**src/rtl/pwm3_pkg.sv**
```systemverilog
package pwm3_pkg;

   typedef enum logic {
      DIR_UP   = 1'b0,
      DIR_DOWN = 1'b1
   } dir_e;

   // Edge extension selects derived from the two fractional bits
   typedef struct packed {
      logic lead;      // one half step ahead of the rising edge
      logic trail_lo;  // one half step after the falling edge
      logic trail_hi;  // a second half step after the falling edge
   } ext_t;

   function automatic ext_t ext_split(input logic [1:0] low);
      ext_t e;
      e.lead     = low[1];
      e.trail_lo = |low;
      e.trail_hi = &low;
      return e;
   endfunction

endpackage

```
**src/rtl/pwm3_timebase.sv**
```systemverilog
module pwm3_timebase
   import pwm3_pkg::*;
#(
   parameter int unsigned CNT_W = 8
) (
   input  logic             clk_2x,
   input  logic             rst_n,
   output logic             late_half,
   output logic [CNT_W-1:0] cnt_now,
   output logic [CNT_W-1:0] cnt_prev,
   output logic [CNT_W-1:0] cnt_next,
   output logic             swap_en,
   output logic             period_start
);

   localparam logic [CNT_W-1:0] TOP    = '1;
   localparam logic [CNT_W-1:0] BOT    = '0;
   localparam logic [CNT_W-1:0] ONE    = {{(CNT_W-1){1'b0}}, 1'b1};
   localparam logic [CNT_W-1:0] TOP_M1 = TOP - ONE;
   localparam int unsigned      HALF_PER = 4 * ((1 << CNT_W) - 1);
   localparam int unsigned      GAP_W    = $clog2(HALF_PER + 1);
   localparam logic [GAP_W-1:0] GAP_END  = GAP_W'(HALF_PER - 1);

   if (CNT_W < 2) begin : g_bad_width
      $error("pwm3_timebase: CNT_W must be at least 2");
   end

   dir_e             dir_q;
   logic [CNT_W-1:0] cnt_q;
   logic             half_q;

   always_comb begin
      if (dir_q == DIR_UP) begin
         cnt_next = (cnt_q == TOP) ? TOP_M1 : cnt_q + ONE;
         cnt_prev = (cnt_q == BOT) ? ONE    : cnt_q - ONE;
      end else begin
         cnt_next = (cnt_q == BOT) ? ONE    : cnt_q - ONE;
         cnt_prev = (cnt_q == TOP) ? TOP_M1 : cnt_q + ONE;
      end
   end

   always_ff @(posedge clk_2x or negedge rst_n) begin
      if (!rst_n) begin
         half_q       <= 1'b0;
         cnt_q        <= BOT;
         dir_q        <= DIR_UP;
         period_start <= 1'b0;
      end else begin
         half_q       <= ~half_q;
         period_start <= (cnt_q == BOT) && !half_q;
         if (half_q) begin
            cnt_q <= cnt_next;
            if (dir_q == DIR_UP && cnt_q == TOP) begin
               dir_q <= DIR_DOWN;
            end else if (dir_q == DIR_DOWN && cnt_q == BOT) begin
               dir_q <= DIR_UP;
            end
         end
      end
   end

   assign late_half = half_q;
   assign cnt_now   = cnt_q;
   assign swap_en   = half_q && (dir_q == DIR_DOWN) && (cnt_q == ONE);

   // Support counter for the marker spacing check
   logic [GAP_W-1:0] gap_q;
   logic             seen_q;

   always_ff @(posedge clk_2x or negedge rst_n) begin
      if (!rst_n) begin
         gap_q  <= '0;
         seen_q <= 1'b0;
      end else if (period_start) begin
         gap_q  <= '0;
         seen_q <= 1'b1;
      end else begin
         gap_q  <= gap_q + GAP_W'(1);
      end
   end


   cnt_step_chk: assert property (@(posedge clk_2x) disable iff (!rst_n)
      half_q |=> (cnt_q == $past(cnt_q) + ONE) || (cnt_q == $past(cnt_q) - ONE));


   cnt_hold_chk: assert property (@(posedge clk_2x) disable iff (!rst_n)
      !half_q |=> $stable(cnt_q));


   marker_gap_chk: assert property (@(posedge clk_2x) disable iff (!rst_n)
      (period_start && seen_q) |-> (gap_q == GAP_END));


   marker_width_chk: assert property (@(posedge clk_2x) disable iff (!rst_n)
      period_start |=> !period_start);

endmodule

```
**src/rtl/pwm3_channel.sv**
```systemverilog
module pwm3_channel
   import pwm3_pkg::*;
#(
   parameter int unsigned CNT_W  = 8,
   parameter int unsigned FRAC_W = 2,
   localparam int unsigned WORD_W = CNT_W + FRAC_W
) (
   input  logic              clk_2x,
   input  logic              rst_n,
   input  logic              load,
   input  logic [WORD_W-1:0] word_in,
   input  logic              late_half,
   input  logic [CNT_W-1:0]  cnt_now,
   input  logic [CNT_W-1:0]  cnt_prev,
   input  logic [CNT_W-1:0]  cnt_next,
   input  logic              swap_en,
   output logic              pwm_q
);

   logic [WORD_W-1:0] hold_q;
   logic [WORD_W-1:0] act_q;
   logic [CNT_W-1:0]  act_top;
   ext_t              ext;
   logic              hit_now, hit_prev, hit_next;
   logic              pwm_d;

   always_ff @(posedge clk_2x or negedge rst_n) begin
      if (!rst_n) begin
         hold_q <= '0;
         act_q  <= '0;
      end else begin
         if (load) begin
            hold_q <= word_in;
         end
         if (swap_en) begin
            act_q <= hold_q;
         end
      end
   end

   assign act_top = act_q[WORD_W-1 -: CNT_W];

   if (FRAC_W == 2) begin : g_frac
      assign ext = ext_split(act_q[1:0]);
   end else if (FRAC_W == 0) begin : g_nofrac
      assign ext = '0;
   end else begin : g_bad_frac
      $error("pwm3_channel: FRAC_W must be 0 or 2");
      assign ext = '0;
   end

   assign hit_now  = act_top >= cnt_now;
   assign hit_prev = act_top >= cnt_prev;
   assign hit_next = act_top >= cnt_next;

   always_comb begin
      pwm_d = hit_now;
      if (late_half && ext.lead && hit_next) begin
         pwm_d = 1'b1;
      end
      if (((!late_half && ext.trail_lo) || (late_half && ext.trail_hi)) && hit_prev) begin
         pwm_d = 1'b1;
      end
   end

   always_ff @(posedge clk_2x or negedge rst_n) begin
      if (!rst_n) begin
         pwm_q <= 1'b0;
      end else begin
         pwm_q <= pwm_d;
      end
   end


   act_hold_chk: assert property (@(posedge clk_2x) disable iff (!rst_n)
      !swap_en |=> $stable(act_q));


   act_swap_chk: assert property (@(posedge clk_2x) disable iff (!rst_n)
      swap_en |=> (act_q == $past(hold_q)));


   top_full_chk: assert property (@(posedge clk_2x) disable iff (!rst_n)
      (act_top == '1) |=> pwm_q);

endmodule

```
**src/rtl/pwm3_center_top.sv**
```systemverilog
module pwm3_center_top
   import pwm3_pkg::*;
#(
   parameter int unsigned NUM_CH = 3,
   parameter int unsigned CNT_W  = 8,
   parameter int unsigned FRAC_W = 2,
   localparam int unsigned WORD_W = CNT_W + FRAC_W,
   localparam int unsigned BUS_W  = NUM_CH * WORD_W
) (
   input  logic              clk_2x,
   input  logic              rst_n,
   input  logic              load,
   input  logic [BUS_W-1:0]  word_in,
   output logic [NUM_CH-1:0] pwm_out,
   output logic              period_start
);

   if (NUM_CH < 1) begin : g_bad_ch
      $error("pwm3_center_top: NUM_CH must be at least 1");
   end

   logic             late_half;
   logic [CNT_W-1:0] cnt_now, cnt_prev, cnt_next;
   logic             swap_en;

   pwm3_timebase #(
      .CNT_W (CNT_W)
   ) i_timebase (
      .clk_2x       (clk_2x),
      .rst_n        (rst_n),
      .late_half    (late_half),
      .cnt_now      (cnt_now),
      .cnt_prev     (cnt_prev),
      .cnt_next     (cnt_next),
      .swap_en      (swap_en),
      .period_start (period_start)
   );

   for (genvar ch = 0; ch < NUM_CH; ch++) begin : g_ch
      pwm3_channel #(
         .CNT_W  (CNT_W),
         .FRAC_W (FRAC_W)
      ) i_channel (
         .clk_2x    (clk_2x),
         .rst_n     (rst_n),
         .load      (load),
         .word_in   (word_in[ch*WORD_W +: WORD_W]),
         .late_half (late_half),
         .cnt_now   (cnt_now),
         .cnt_prev  (cnt_prev),
         .cnt_next  (cnt_next),
         .swap_en   (swap_en),
         .pwm_q     (pwm_out[ch])
      );
   end

endmodule

```
**config.mk**
```make
export PLATFORM = sky130hd
export DESIGN_NAME = pwm3_center_top
export DESIGN_NICKNAME = d
export VERILOG_FILES = /design/src/rtl/pwm3_pkg.sv /design/src/rtl/pwm3_timebase.sv /design/src/rtl/pwm3_channel.sv /design/src/rtl/pwm3_center_top.sv
export SDC_FILE = /design/constraint.sdc
export NUM_CORES = 1
export LEC_CHECK = 0
export ABC_CLOCK_PERIOD_IN_PS = 3500
export BUFFER_PORTS_ARGS = -buffer_cell sky130_fd_sc_hd__buf_2
export CAP_MARGIN = 15
export CORE_UTILIZATION = 49
export CTS_CLUSTER_SIZE = 12
export DETAILED_ROUTE_END_ITERATION = 8
export PLACE_DENSITY_LB_ADDON = 0.12
export SLEW_MARGIN = 20
export SYNTH_ARGS = -nofsm -noshare
export SYNTH_HDL_FRONTEND = slang
export SYNTH_SLANG_ARGS = --single-unit
```
**constraint.sdc**
```tcl
create_clock -name clk_2x -period 3.5 [get_ports clk_2x]
set_clock_uncertainty 0.1 [all_clocks]
set_input_delay 0.175 -clock clk_2x [delete_from_list [all_inputs] [get_ports clk_2x]]
set_output_delay 0.175 -clock clk_2x [all_outputs]
set_load 0.01 [all_outputs]
```
==> results of run 1 <==
[power by group through the flow]
stage | Combinational [mW] | Sequential, mW | Clock (mW)
after CTS | 0.107 | 0.907 | 0.750
after global routing | 0.118 | 0.911 | 0.786
final | 0.106 | 0.907 | 0.729
after detailed placement | 0.0806 | 0.924 | 0
after floorplan | 0.0416 | 0.917 | 0
after global placement | 0.0771 | 0.922 | 0
[repair_timing]
action,in CTS,in global routing
gates resized for setup,0,2
endpoints found under the hold margin,104,0
setup endpoints to repair,0,3
hold buffers,31,0
[cells in the mapped netlist, drive strengths merged (7+ instances only)]
master	instances
a21oi	22
a31oi	9
buf	16
clkbuf	8
dfrtp	74
ha	70
inv	19
mux2	55
nand2	39
nand3	13
nor2	18
o211ai	16
o21a	7
o21ai	43
[per-layer routing]
metal | up-vias | global-route usage [%] | part of all wire, %
met5 | - | 0 | 0
met4 | 0 | 13.4 | 4.4
met3 | 35 | 6.24 | 4.3
met2 | 89 | 40.8 | 47
met1 | 1874 | 32.1 | 44
li1 | 1884 | - | -
[logic make-up (layout without fill, tap and decap cells)]
group           after synthesis  in the layout  synth area share [%]
compound gates              123            123                  15.4
xor+xnor                      3              3                 0.531
fa+ha+maj                    73             73                  18.4
buf+inv                      43            111                  4.45
flops                        74             74                  37.4
mux                          61             61                  13.7
simple gates                101            101                  10.2
[flip-flops by register name, summed over array words and instances (netlist names)]
name	cells
i_timebase.dir_q	1
g_ch.i_channel.act_q	30
g_ch.i_channel.hold_q	30
i_timebase.late_half	1
i_timebase.period_start	1
i_timebase.cnt_now	8
g_ch.i_channel.pwm_q	3
[worst max-delay path, delay by kind of cell, from the launching register on]
family / cells / cell delay (ns)
flops: 1 / 0.49
simple gates: 2 / 0.22
fa+ha+maj: 3 / 0.89
buf+inv: 1 / 0.16
compound gates: 6 / 1.32
[metrics by stage]
step	setup WS, ns	instances	hold slack [ns]	cell area, um^2
2_1_floorplan	0.574	478	-0.221	4950
3_3_place_gp	0.233	633	0.275	5230
3_5_place_dp	0.214	633	0.281	5230
4_1_cts	0.180	679	0.374	5740
5_1_grt	0.00531	679	0.393	5750
6_report	0.218	679	0.368	5750
[worst min path at each step]
stage	startpoint	cells past startpoint	end
floorplan	rst_n	0	g_ch[0].i_channel.act_q[0]
global placement	rst_n	1	i_timebase.dir_q
detailed placement	rst_n	1	i_timebase.dir_q
CTS	load	2	g_ch[2].i_channel.hold_q[8]
global route	load	2	g_ch[1].i_channel.hold_q[4]
finish	rst_n	2	i_timebase.dir_q
[final cells by class]
class | instances | area [um^2] | area share [%]
inverter | 19 | 71.3 | 1.24
tap | 133 | 166 | 2.89
multi-input combinational | 361 | 2890 | 50.2
clock buffer | 10 | 128 | 2.22
timing repair buffer | 77 | 568 | 9.88
sequential | 74 | 1850 | 32.2
clock inverter | 5 | 78.8 | 1.37
==> metrics.md, run 1 <==
| Metric | Value |
|---|---|
| Clock root buffer master | `clkbuf_8` |
| Synth warn | `0` |
| CP dominant cell by count | `o211ai_1` |
| Worst VDD drop | `0.265 mV` |
| Tcrit/Tclk final | `93.8%` |
| FF-to-FF path depth | `12` |
| Unique masters post-synth | `49` |
| DRT Pass-1 Iters | `4` |
| Fmax | `305 MHz` |
| Fin util | `58.8%` |
| Layout cell share with drive strength beyond 1 | `23.4%` |
| Switch share | `22.3%` |
| Yosys reg bits | `74` |
| Diode count | `0` |
| Die height | `103 um` |
| Dominant synthesized flop cell | `dfrtp_1` |
| Total core area | `9770 um^2` |
| Largest net degree at the start of global routing | `75` |
| Grt ovf | `0` |
| Mapped Nets | `581` |
| Setup crit start kind | `register` |
| Fin. max-slew vios | `0` |
| DR WL/cell | `18.0 um` |
| Cell Area, Synth | `4950 um^2` |
| Least-Margin Pin Slew | `0.950 ns` |
| Sequential area share after synthesis | `37.4%` |
| Layout area overhead | `16.1%` |
| Endpoints failing hold | `0` |
| Clk_lat worst skew | `0.36 ns` |
| Boundary Pins | `37` |
| CP max stage cell | `o31ai_1` |
| Row cnt | `36` |
| Most common cell after layout, fill and taps aside | `dfrtp_1` |
| Flop2flop setup slack | `0.22 ns` |
| Commonest cells after routing, fill and taps aside | `dfrtp_1, ha_1, mux2_2` |
| Clock power share | `41.8%` |
| Nets@finish | `645` |
| IO Port Bufs | `36` |
| Kind of critical path | `register to register` |
| Crit path capture | `g_ch[2].i_channel.pwm_q` |
| RePlAce Congestion | `0.926` |
| Worst flop-to-flop path startpoint | `i_timebase.cnt_now[0]` |
| Clock buffer depth | `2` |
| Final ANT Viol Nets | `0` |
| Crit path launch | `i_timebase.cnt_now[0]` |
| RR Endpoint | `g_ch[2].i_channel.pwm_q` |
| Mean area per synthesized cell | `10.4 um^2` |
| Rel. slew slack | `36.6%` |
| H-tree lvl count | `3` |
| Critical Path, Cell by Cell | `ha_1, nand4_2, nor2_1, buf_4, o31ai_1, ha_1, o211ai_1, o21a_1, o211ai_1, o211ai_1, maj3_2, o21ai_1` |
| Post-route DRC | `0` |
| Post-synthesis async set-or-reset flop share | `100%` |
| P_int | `1.35 mW` |
| Crit end category | `register` |
| # fillers | `891` |
| PnR Total Power | `1.74 mW` |
| DP HPWL | `8860 um` |
| Largest area contributor in the netlist | `dfrtp_1` |
| Initial antenna violation count | `0` |
| Comb power frac | `6.1%` |
| Final setup violation count | `0` |
| Sequential Power Share | `52.1%` |
| Hold Crit Class | `input port to async pin` |
| Max-cap violations | `0` |
| Power Dens Cells | `303 nW/um^2` |
| Highest net fanout along the worst path | `11` |
| Routed WL | `12,200 um` |
| TritonCTS clock tree | `done` |
| First-pass GRT wire length | `19,800 um` |
| Required time of the critical path | `3.68 ns` |
| Total clock sinks | `74` |
| Initial DRC count | `138` |
| Crit path time final | `3.28 ns` |
| Vias | `3,882` |
| Die W | `103 um` |
| Number of setup buffers added after CTS | `0` |
| Synth top area cells | `dfrtp_1, ha_1, mux2_2, o21ai_0, nand2_1` |
| Area share of the largest cell type after synthesis | `37.4%` |
| CP peak stage delay | `0.65 ns` |
| Setup TNS | `0 ns` |
| Number of global-route vias before repair | `3,938` |
| Vias per cell | `5.72` |
| Die area | `10,500 um^2` |
| Switching power | `0.389 mW` |
| Reg clk slew, reported paths | `0.09 ns` |
| Pleak | `2.72 nW` |
| RSZ-0062 raised after global routing | `false` |
| Starting Density | `50.7%` |
| Mapped Cells | `478` |
| GRT Overall Usage | `25.6%` |
| Num CTS Buffers | `9` |
| Arrival time at the worst endpoint | `3.47 ns` |
| Number of synthesized flops with an enable pin | `0` |
| Outcome | `complete, no violations` |
(Power assumes the default switching activity.)
==> run 2, diff against run 1 <==
- CELL_PAD_IN_SITES_DETAIL_PLACEMENT: not set -> 0
- CELL_PAD_IN_SITES_GLOBAL_PLACEMENT: not set -> 2
- CORE_UTILIZATION: 49 -> 40
- SKIP_LAST_GASP: not set -> 1
==> run 2 against run 1 <==
  * Critical path depth increased by 1
  * Largest power group is now clock
  * Die area increased by 22%
  * Sequential cell count unchanged
==> metrics.md, run 2 (synthesis gave the netlist of run 1 again) <==
| Metric | Value |
|---|---|
| Boundary Pins | `37 (unchanged)` |
| Fin. max-slew vios | `0 (unchanged)` |
| Most common cell after layout, fill and taps aside | `dfrtp_1` |
| IO Port Bufs | `36 (unchanged)` |
| Initial antenna violation count | `0 (unchanged)` |
| Vias | `3,830 (-1.3%)` |
| FF-to-FF path depth | `13 (+1)` |
| Final ANT Viol Nets | `0 (unchanged)` |
| Layout cell share with drive strength beyond 1 | `23.5% (+0.097 points)` |
| Total core area | `12,100 um^2 (+23%)` |
| Outcome | `complete, no violations` |
| Clock buffer depth | `2 (unchanged)` |
| CP max stage cell | `dfrtp_1` |
| Required time of the critical path | `3.63 ns (-0.05 ns)` |
| Hold path cells | `2` |
| Critical Path, Cell by Cell | `inv_1, ha_1, nor3b_2, and3_1, and2_2, a2bb2oi_2, ha_1, nor3b_1, o21a_1, o211ai_1, o211ai_1, maj3_2, o21ai_1` |
| Post-route DRC | `0 (unchanged)` |
| Layout area overhead | `19.5%` |
| DRT Pass-1 Iters | `4 (unchanged)` |
| Highest net fanout along the worst path | `7 (-4)` |
| First-pass GRT wire length | `20,100 um (+1.5%)` |
| Final non-filler cell area | `5920 um^2 (+2.9%)` |
| Number of global-route vias before repair | `3,741 (-5.0%)` |
| Vias per cell | `5.35 (-6.4%)` |
| Arrival time at the worst endpoint | `3.35 ns (-0.12 ns)` |
| Initial DRC count | `201 (+46%)` |
| Nets@finish | `646 (+0.16%)` |
| DR WL/cell | `16.9 um (-6.2%)` |
| DP HPWL | `9030 um (+2.0%)` |
| CP peak stage delay | `0.45 ns (-0.20 ns)` |
| Die area | `12,800 um^2 (+22%)` |
| Rel. slew slack | `35.1% (-1.5 points)` |
| Crit path time final | `3.23 ns (-0.0558 ns)` |
| Hold Crit Class | `register to register` |
| H-tree lvl count | `3 (unchanged)` |
| Largest net degree at the start of global routing | `75 (unchanged)` |
| Kind of critical path | `register to register` |
| Clk_lat worst skew | `0.34 ns (-0.02 ns)` |
| Total clock sinks | `74 (unchanged)` |
| RSZ-0062 raised after global routing | `false` |
| Flop2flop setup slack | `0.27 ns (+0.06 ns)` |
| TritonCTS clock tree | `done` |
| Routed WL | `12,100 um (-1.1%)` |
| Reg clk slew, reported paths | `0.06 ns (-0.03 ns)` |
| GRT Overall Usage | `20.8% (-4.7 points)` |
| Crit end category | `register` |
| Non-Filler Instances | `716 (+5.4%)` |
| Row cnt | `40 (+11%)` |
| Placed cells | `669 (+5.7%)` |
| Clock root buffer master | `clkbuf_16` |
| Num CTS Buffers | `9 (unchanged)` |
| Final setup violation count | `0 (unchanged)` |
| Fmax | `310 MHz (+1.7%)` |
| Tcrit/Tclk final | `92.2% (-1.6 points)` |
| Least-Margin Pin Slew | `0.973 ns (+0.0225 ns)` |
| Number of setup buffers added after CTS | `0 (unchanged)` |
| RePlAce Congestion | `0.841 (-9.2%)` |
| Die height | `113 um (+10%)` |
| Worst VDD drop | `0.265 mV (-0.13%)` |
| Power Dens Cells | `342 nW/um^2 (+13%)` |
| Max-cap violations | `0 (unchanged)` |
| Grt ovf | `0 (unchanged)` |
| Diode count | `0 (unchanged)` |
| Setup crit start kind | `register` |
| Final WS setup | `0.274 ns (+0.0558 ns)` |
| Endpoints failing hold | `0 (unchanged)` |
| Die W | `113 um (+10%)` |
| Starting Density | `41.1% (-9.6 points)` |
| Setup Slack @ Placement | `0.140 ns (-0.0737 ns)` |
| Pleak | `2.77 nW (+2.0%)` |
| Commonest cells after routing, fill and taps aside | `dfrtp_1, ha_1, mux2_2` |
| Placement Cell Area | `5280 um^2 (+0.98%)` |
| Setup TNS | `0 ns (unchanged)` |
==> run 2: cell count changes in the layout (fill, tap and decap cells not counted), sizes merged <==
cell | before | now
buf | 46 | 47
clkbuf | 10 | 12
clkinv | 2 | 1
==> run 2: repair_timing <==
action | 4_1_cts | 5_1_grt
hold endpoints to repair | 104 | 0
setup endpoints to repair | 0 | 3
hold buffers | 31 | 0
gates resized for setup | 0 | 2
==> run 2: through the flow <==
step           hold slack (ns)  total power [mW]  utilization, %
6_report                 0.370              2.03            49.1
4_1_cts                  0.376              2.06            49.0
5_1_grt                  0.408              2.10            49.1
2_1_floorplan           -0.221             0.958               -
3_5_place_dp             0.284              1.00            43.8
3_3_place_gp             0.295              1.00            43.8
==> run 2: final cells by class <==
class	count	area, um^2
Timing Repair Buffer	78	576
Fill cell	1147	6140
Sequential cell	74	1850
Multi-Input combinational cell	361	2890
Tap cell	168	210
Inverter	19	71.3
Clock inverter	4	73.8
Clock buffer	12	246
==> run 2: final timing paths <==
check                                                 start                          to
worst max-delay path                  i_timebase.cnt_now[0]     g_ch[0].i_channel.pwm_q
worst min-delay path            g_ch[0].i_channel.hold_q[2]  g_ch[0].i_channel.act_q[2]
worst max register to register        i_timebase.cnt_now[0]     g_ch[0].i_channel.pwm_q
worst min register to register  g_ch[0].i_channel.hold_q[2]  g_ch[0].i_channel.act_q[2]
max in group asynchronous                             rst_n  g_ch[1].i_channel.act_q[9]
min in group asynchronous                             rst_n        i_timebase.late_half
==> run 2: worst max-delay path, delay by kind of cell (launching register included) <==
kind,cells,cell delay (ns)
and+or+nand+nor,4,0.96
AOI/OAI and AO/OA,5,0.76
adders and majority gates,3,0.70
DFF,1,0.45
buffers and inverters,1,0.15
==> run 2: report_power, final <==
group	leakage, nW	internal, mW	switching [mW]	total [mW]
Sequential	0.951	0.891	0.0165	0.907
Combinational	1.66	0.0659	0.0392	0.105
Clock	0.157	0.646	0.368	1.01
==> run 2: metal layers <==
metal	track usage, %	vias up	wire, um
met3	3.43	17	277
met5	0	-	0
li1	-	1902	-
met4	8.68	0	267
met1	28.2	1862	5910
met2	33.0	49	5640
==> run 3, diff against run 2 <==
- SYNTH_HIERARCHICAL: not set -> 1
==> run 3 against run 2 <==
  * Final cell count grew 12%
  * Global-route usage grew 1.4 points
  * Sequential cell count is the same
  * Clock-buffer cell count shrank 2
  * Non-clock buffer count grew 27
  * Sequential power is essentially flat
  * Cell area grew 10%
  * Clock power shrank 5%
  * Maximum frequency shrank 2.9%
==> metrics.md, run 3 <==
| Metric | Value |
|---|---|
| Outcome | `complete, no violations` |
| Number of synthesized flops with an enable pin | `0 (unchanged)` |
| Crit path time final | `3.32 ns (+0.0959 ns)` |
| Most common cell after layout, fill and taps aside | `inv_1` |
| Sequential cell area | `1850 um^2 (about the same)` |
| Hold Startpoint | `g_ch[1].i_channel/hold_q[2]` |
| Clock power share | `48.7% (-1.3 points)` |
| Largest net degree at the start of global routing | `75 (unchanged)` |
| GRT Overall Usage | `22.2% (+1.4 points)` |
| Highest net fanout along the worst path | `5 (-2)` |
| Clock buffer depth | `2 (unchanged)` |
| Total clock sinks | `74 (unchanged)` |
| Worst flop-to-flop path startpoint | `i_timebase/cnt_now[1]` |
| Post-synthesis mux area share | `14.4% (+0.64 points)` |
| Boundary Pins | `37 (unchanged)` |
| Commonest cells post-synth | `inv_1, ha_1, dfrtp_1` |
| Placement Cell Area | `5870 um^2 (+11%)` |
| Hold endpoint | `g_ch[1].i_channel/act_q[2]` |
| CP max stage cell | `o21ai_0` |
| WP depth | `10 (-3)` |
| Hold path cells | `2 (unchanged)` |
| Switching power | `0.441 mW (+4.2%)` |
| Fin. max-slew vios | `0 (unchanged)` |
| Layout cell share with drive strength beyond 1 | `28.0% (+4.4 points)` |
| Comb power frac | `5.3% (about the same)` |
| Least-Margin Pin Slew | `0.992 ns (+0.0188 ns)` |
| Final non-filler cell area | `6540 um^2 (+10%)` |
| Rel. slew slack | `33.9% (-1.3 points)` |
| Die area | `13,600 um^2 (+6.1%)` |
| Diode count | `0 (unchanged)` |
| Synth warn | `6 (+6)` |
| Total core area | `12,700 um^2 (+5.5%)` |
| Sequential Power Share | `46.0% (+1.2 points)` |
| Largest area contributor in the netlist | `dfrtp_1` |
| Nets@finish | `737 (+14%)` |
| Crit end category | `register` |
| Xor/xnor share of the synthesized area | `0.333% (-0.20 points)` |
| IO Port Bufs | `36 (unchanged)` |
| Flop2flop setup slack | `0.18 ns (-0.10 ns)` |
| Count leader, synth | `inv_1` |
| Clock root buffer master | `clkbuf_16` |
| Hold Crit Class | `register to register` |
| Main combinational cell family by area after synthesis | `adder cells` |
| TritonCTS clock tree | `done` |
| Compound-Gate Fraction of Synth Area | `14.1% (-1.3 points)` |
| Post-route DRC | `0 (unchanged)` |
| Switch share | `22.4% (+1.5 points)` |
| Buf/Inv on CP | `2 (+1)` |
| Num CTS Buffers | `9 (unchanged)` |
| Post-synthesis async set-or-reset flop share | `100% (unchanged)` |
| RePlAce Congestion | `0.838 (-0.30%)` |
| Area share of the largest cell type after synthesis | `35.2% (-2.2 points)` |
| Layout area overhead | `24.3%` |
| RR Endpoint | `g_ch[0].i_channel/pwm_q` |
| Unique masters post-synth | `56 (+14%)` |
| Die height | `117 um (+3.0%)` |
| Critical Path, Cell by Cell | `inv_1, ha_1, nor2b_2, a31o_2, o21ai_0, inv_1, ha_1, a2111oi_0, a2111oi_0, or4_1` |
| Routed WL | `13,600 um (+12%)` |
| DR WL/cell | `16.8 um (-0.23%)` |
| Setup crit start kind | `register` |
| PnR Total Power | `1.97 mW (-2.8%)` |
| Final ANT Viol Nets | `0 (unchanged)` |
| Required time of the critical path | `3.62 ns (about the same)` |
| Clk_lat worst skew | `0.35 ns (about the same)` |
| CP peak stage delay | `0.52 ns (+0.07 ns)` |
| Delay-heaviest family, CP | `compound AO/OA/AOI/OAI gates` |
| Mapped Cells | `533 (+12%)` |
| Mean area per synthesized cell | `9.87 um^2 (-4.7%)` |
| Initial DRC count | `136 (-32%)` |
| Yosys reg bits | `74 (unchanged)` |
| Adder-cell share of the synthesized area | `18.7% (+0.32 points)` |
| Worst VDD drop | `0.281 mV (+6.1%)` |
| Power Dens Cells | `301 nW/um^2 (-12%)` |
| Cell Area, Synth | `5260 um^2 (+6.2%)` |
| Synth top area cells | `dfrtp_1, ha_1, mux2_2, inv_1, a21oi_1` |
| # fillers | `1,196 (+4.3%)` |
| Tcrit/Tclk final | `94.9% (+2.7 points)` |
| Final setup violation count | `0 (unchanged)` |
| Dominant synthesized flop cell | `dfrtp_1` |
| P_int | `1.53 mW (-4.7%)` |
| Endpoints failing hold | `0 (unchanged)` |
| H-tree lvl count | `3 (unchanged)` |
| Grt ovf | `0 (unchanged)` |
| Pleak | `3.20 nW (+16%)` |
| Number of global-route vias before repair | `4,188 (+12%)` |
| Max-cap violations | `0 (unchanged)` |
| Synth Area in Simple Gates | `9.96% (-0.19 points)` |
| FF-to-FF path depth | `10 (-3)` |
| Starting Density | `41.4% (+0.30 points)` |
| Kind of critical path | `register to register` |
| Commonest cells after routing, fill and taps aside | `inv_1, ha_1, dfrtp_1` |
| Vias | `4,163 (+8.7%)` |
| Fmax | `301 MHz (-2.9%)` |
| Reg clk slew, reported paths | `0.06 ns (about the same)` |
| Vias per cell | `5.17 (-3.3%)` |
| Row cnt | `41 (+2.5%)` |
| Initial antenna violation count | `0 (unchanged)` |
| Sequential area share after synthesis | `35.2% (-2.2 points)` |
| DP HPWL | `9760 um (+8.0%)` |
| DRT Pass-1 Iters | `4 (unchanged)` |
| Arrival time at the worst endpoint | `3.44 ns (+0.09 ns)` |
| Mapped Nets | `642 (+10%)` |
| Die W | `117 um (+3.0%)` |
| First-pass GRT wire length | `22,200 um (+11%)` |
| Area of the multi-input gates | `3080 um^2 (+6.5%)` |
| Setup TNS | `0 ns (unchanged)` |
[run 3: changes by cell type in the layout (fill, tap and decap cells not counted), sizes merged, moves of 8 or more]
cell | before | now
o21ai | 43 | 28
inv | 20 | 81
o211ai | 16 | 0
nand4 | 4 | 12
buf | 47 | 74
nand2 | 39 | 19
a21oi | 22 | 31
[run 3: repair_timing]
action,4_1_cts,5_1_grt
setup endpoints to repair,2,2
gates resized for setup,2,11
buffers inserted,0,1
cloned,0,0
hold endpoints to repair,104,0
hold buffers,31,0
[run 3: cell type report]
class | count | share of cell area [%]
Multi-Input combinational cell | 358 | 47.1
Clock inverter | 6 | 0.976
Sequential cell | 74 | 28.3
Clock buffer | 10 | 3.65
Timing Repair Buffer | 105 | 12.1
Inverter | 80 | 4.59
Tap cell | 172 | 3.29
[run 3: worst max path at each step]
stage / slack (ns) / endpoint / from
6_report: 0.18 / g_ch[0].i_channel/pwm_q / i_timebase/cnt_now[1]
5_1_grt: -0.002 / g_ch[0].i_channel/pwm_q / i_timebase/cnt_now[1]
3_3_place_gp: -0.1 / g_ch[0].i_channel/pwm_q / i_timebase/cnt_now[7]
2_1_floorplan: 0.28 / g_ch[0].i_channel/pwm_q / i_timebase/cnt_now[0]
3_5_place_dp: -0.02 / g_ch[0].i_channel/pwm_q / i_timebase/cnt_now[1]
4_1_cts: 0.03 / g_ch[0].i_channel/pwm_q / i_timebase/cnt_now[3]
[run 3: worst register-to-register path, delay by kind of cell (launching register included)]
| family | cells | cell delay, ns |
|---|---|---|
| fa+ha+maj | 2 | 0.51 |
| buf+inv | 2 | 0.20 |
| simple gates | 2 | 0.61 |
| flops | 1 | 0.39 |
| compound gates | 4 | 1.38 |
[run 3: through the flow]
step	utilization (%)	instances	hold WS [ns]	setup slack, ns
floorplan	-	533	-0.221	0.279
finish	51.4	805	0.378	0.178
CTS	51.0	804	0.382	0.0311
global placement	46.1	757	0.289	-0.0967
global route	51.4	805	0.418	-0.00186
detailed placement	46.1	757	0.304	-0.0226
[run 3: logic make-up (layout without fill, tap and decap cells)]
kind of cell / count (synthesis) / count (layout)
simple gates: 97 / 97
flops: 74 / 74
xor+xnor: 2 / 2
mux: 68 / 68
buf+inv: 101 / 201
fa+ha+maj: 79 / 79
compound gates: 112 / 112
[run 3: power groups by stage]
stage / Combinational, mW / Clock [mW] / Sequential (mW)
global placement: 0.0774 / 0 / 0.921
global route: 0.118 / 1.03 / 0.912
floorplan: 0.0418 / 0 / 0.917
CTS: 0.107 / 0.986 / 0.907
finish: 0.104 / 0.958 / 0.906
detailed placement: 0.0807 / 0 / 0.922
[run 3: metal layers]
metal | up-vias | GRT usage, % | share of wire, % | wire length, um
met1 | 2005 | 29.9 | 49 | 6690
met5 | - | 0 | 0 | 0
met2 | 57 | 36.2 | 47 | 6350
li1 | 2092 | - | - | -
met3 | 9 | 3.74 | 2.5 | 334
met4 | 0 | 7.00 | 1.4 | 195
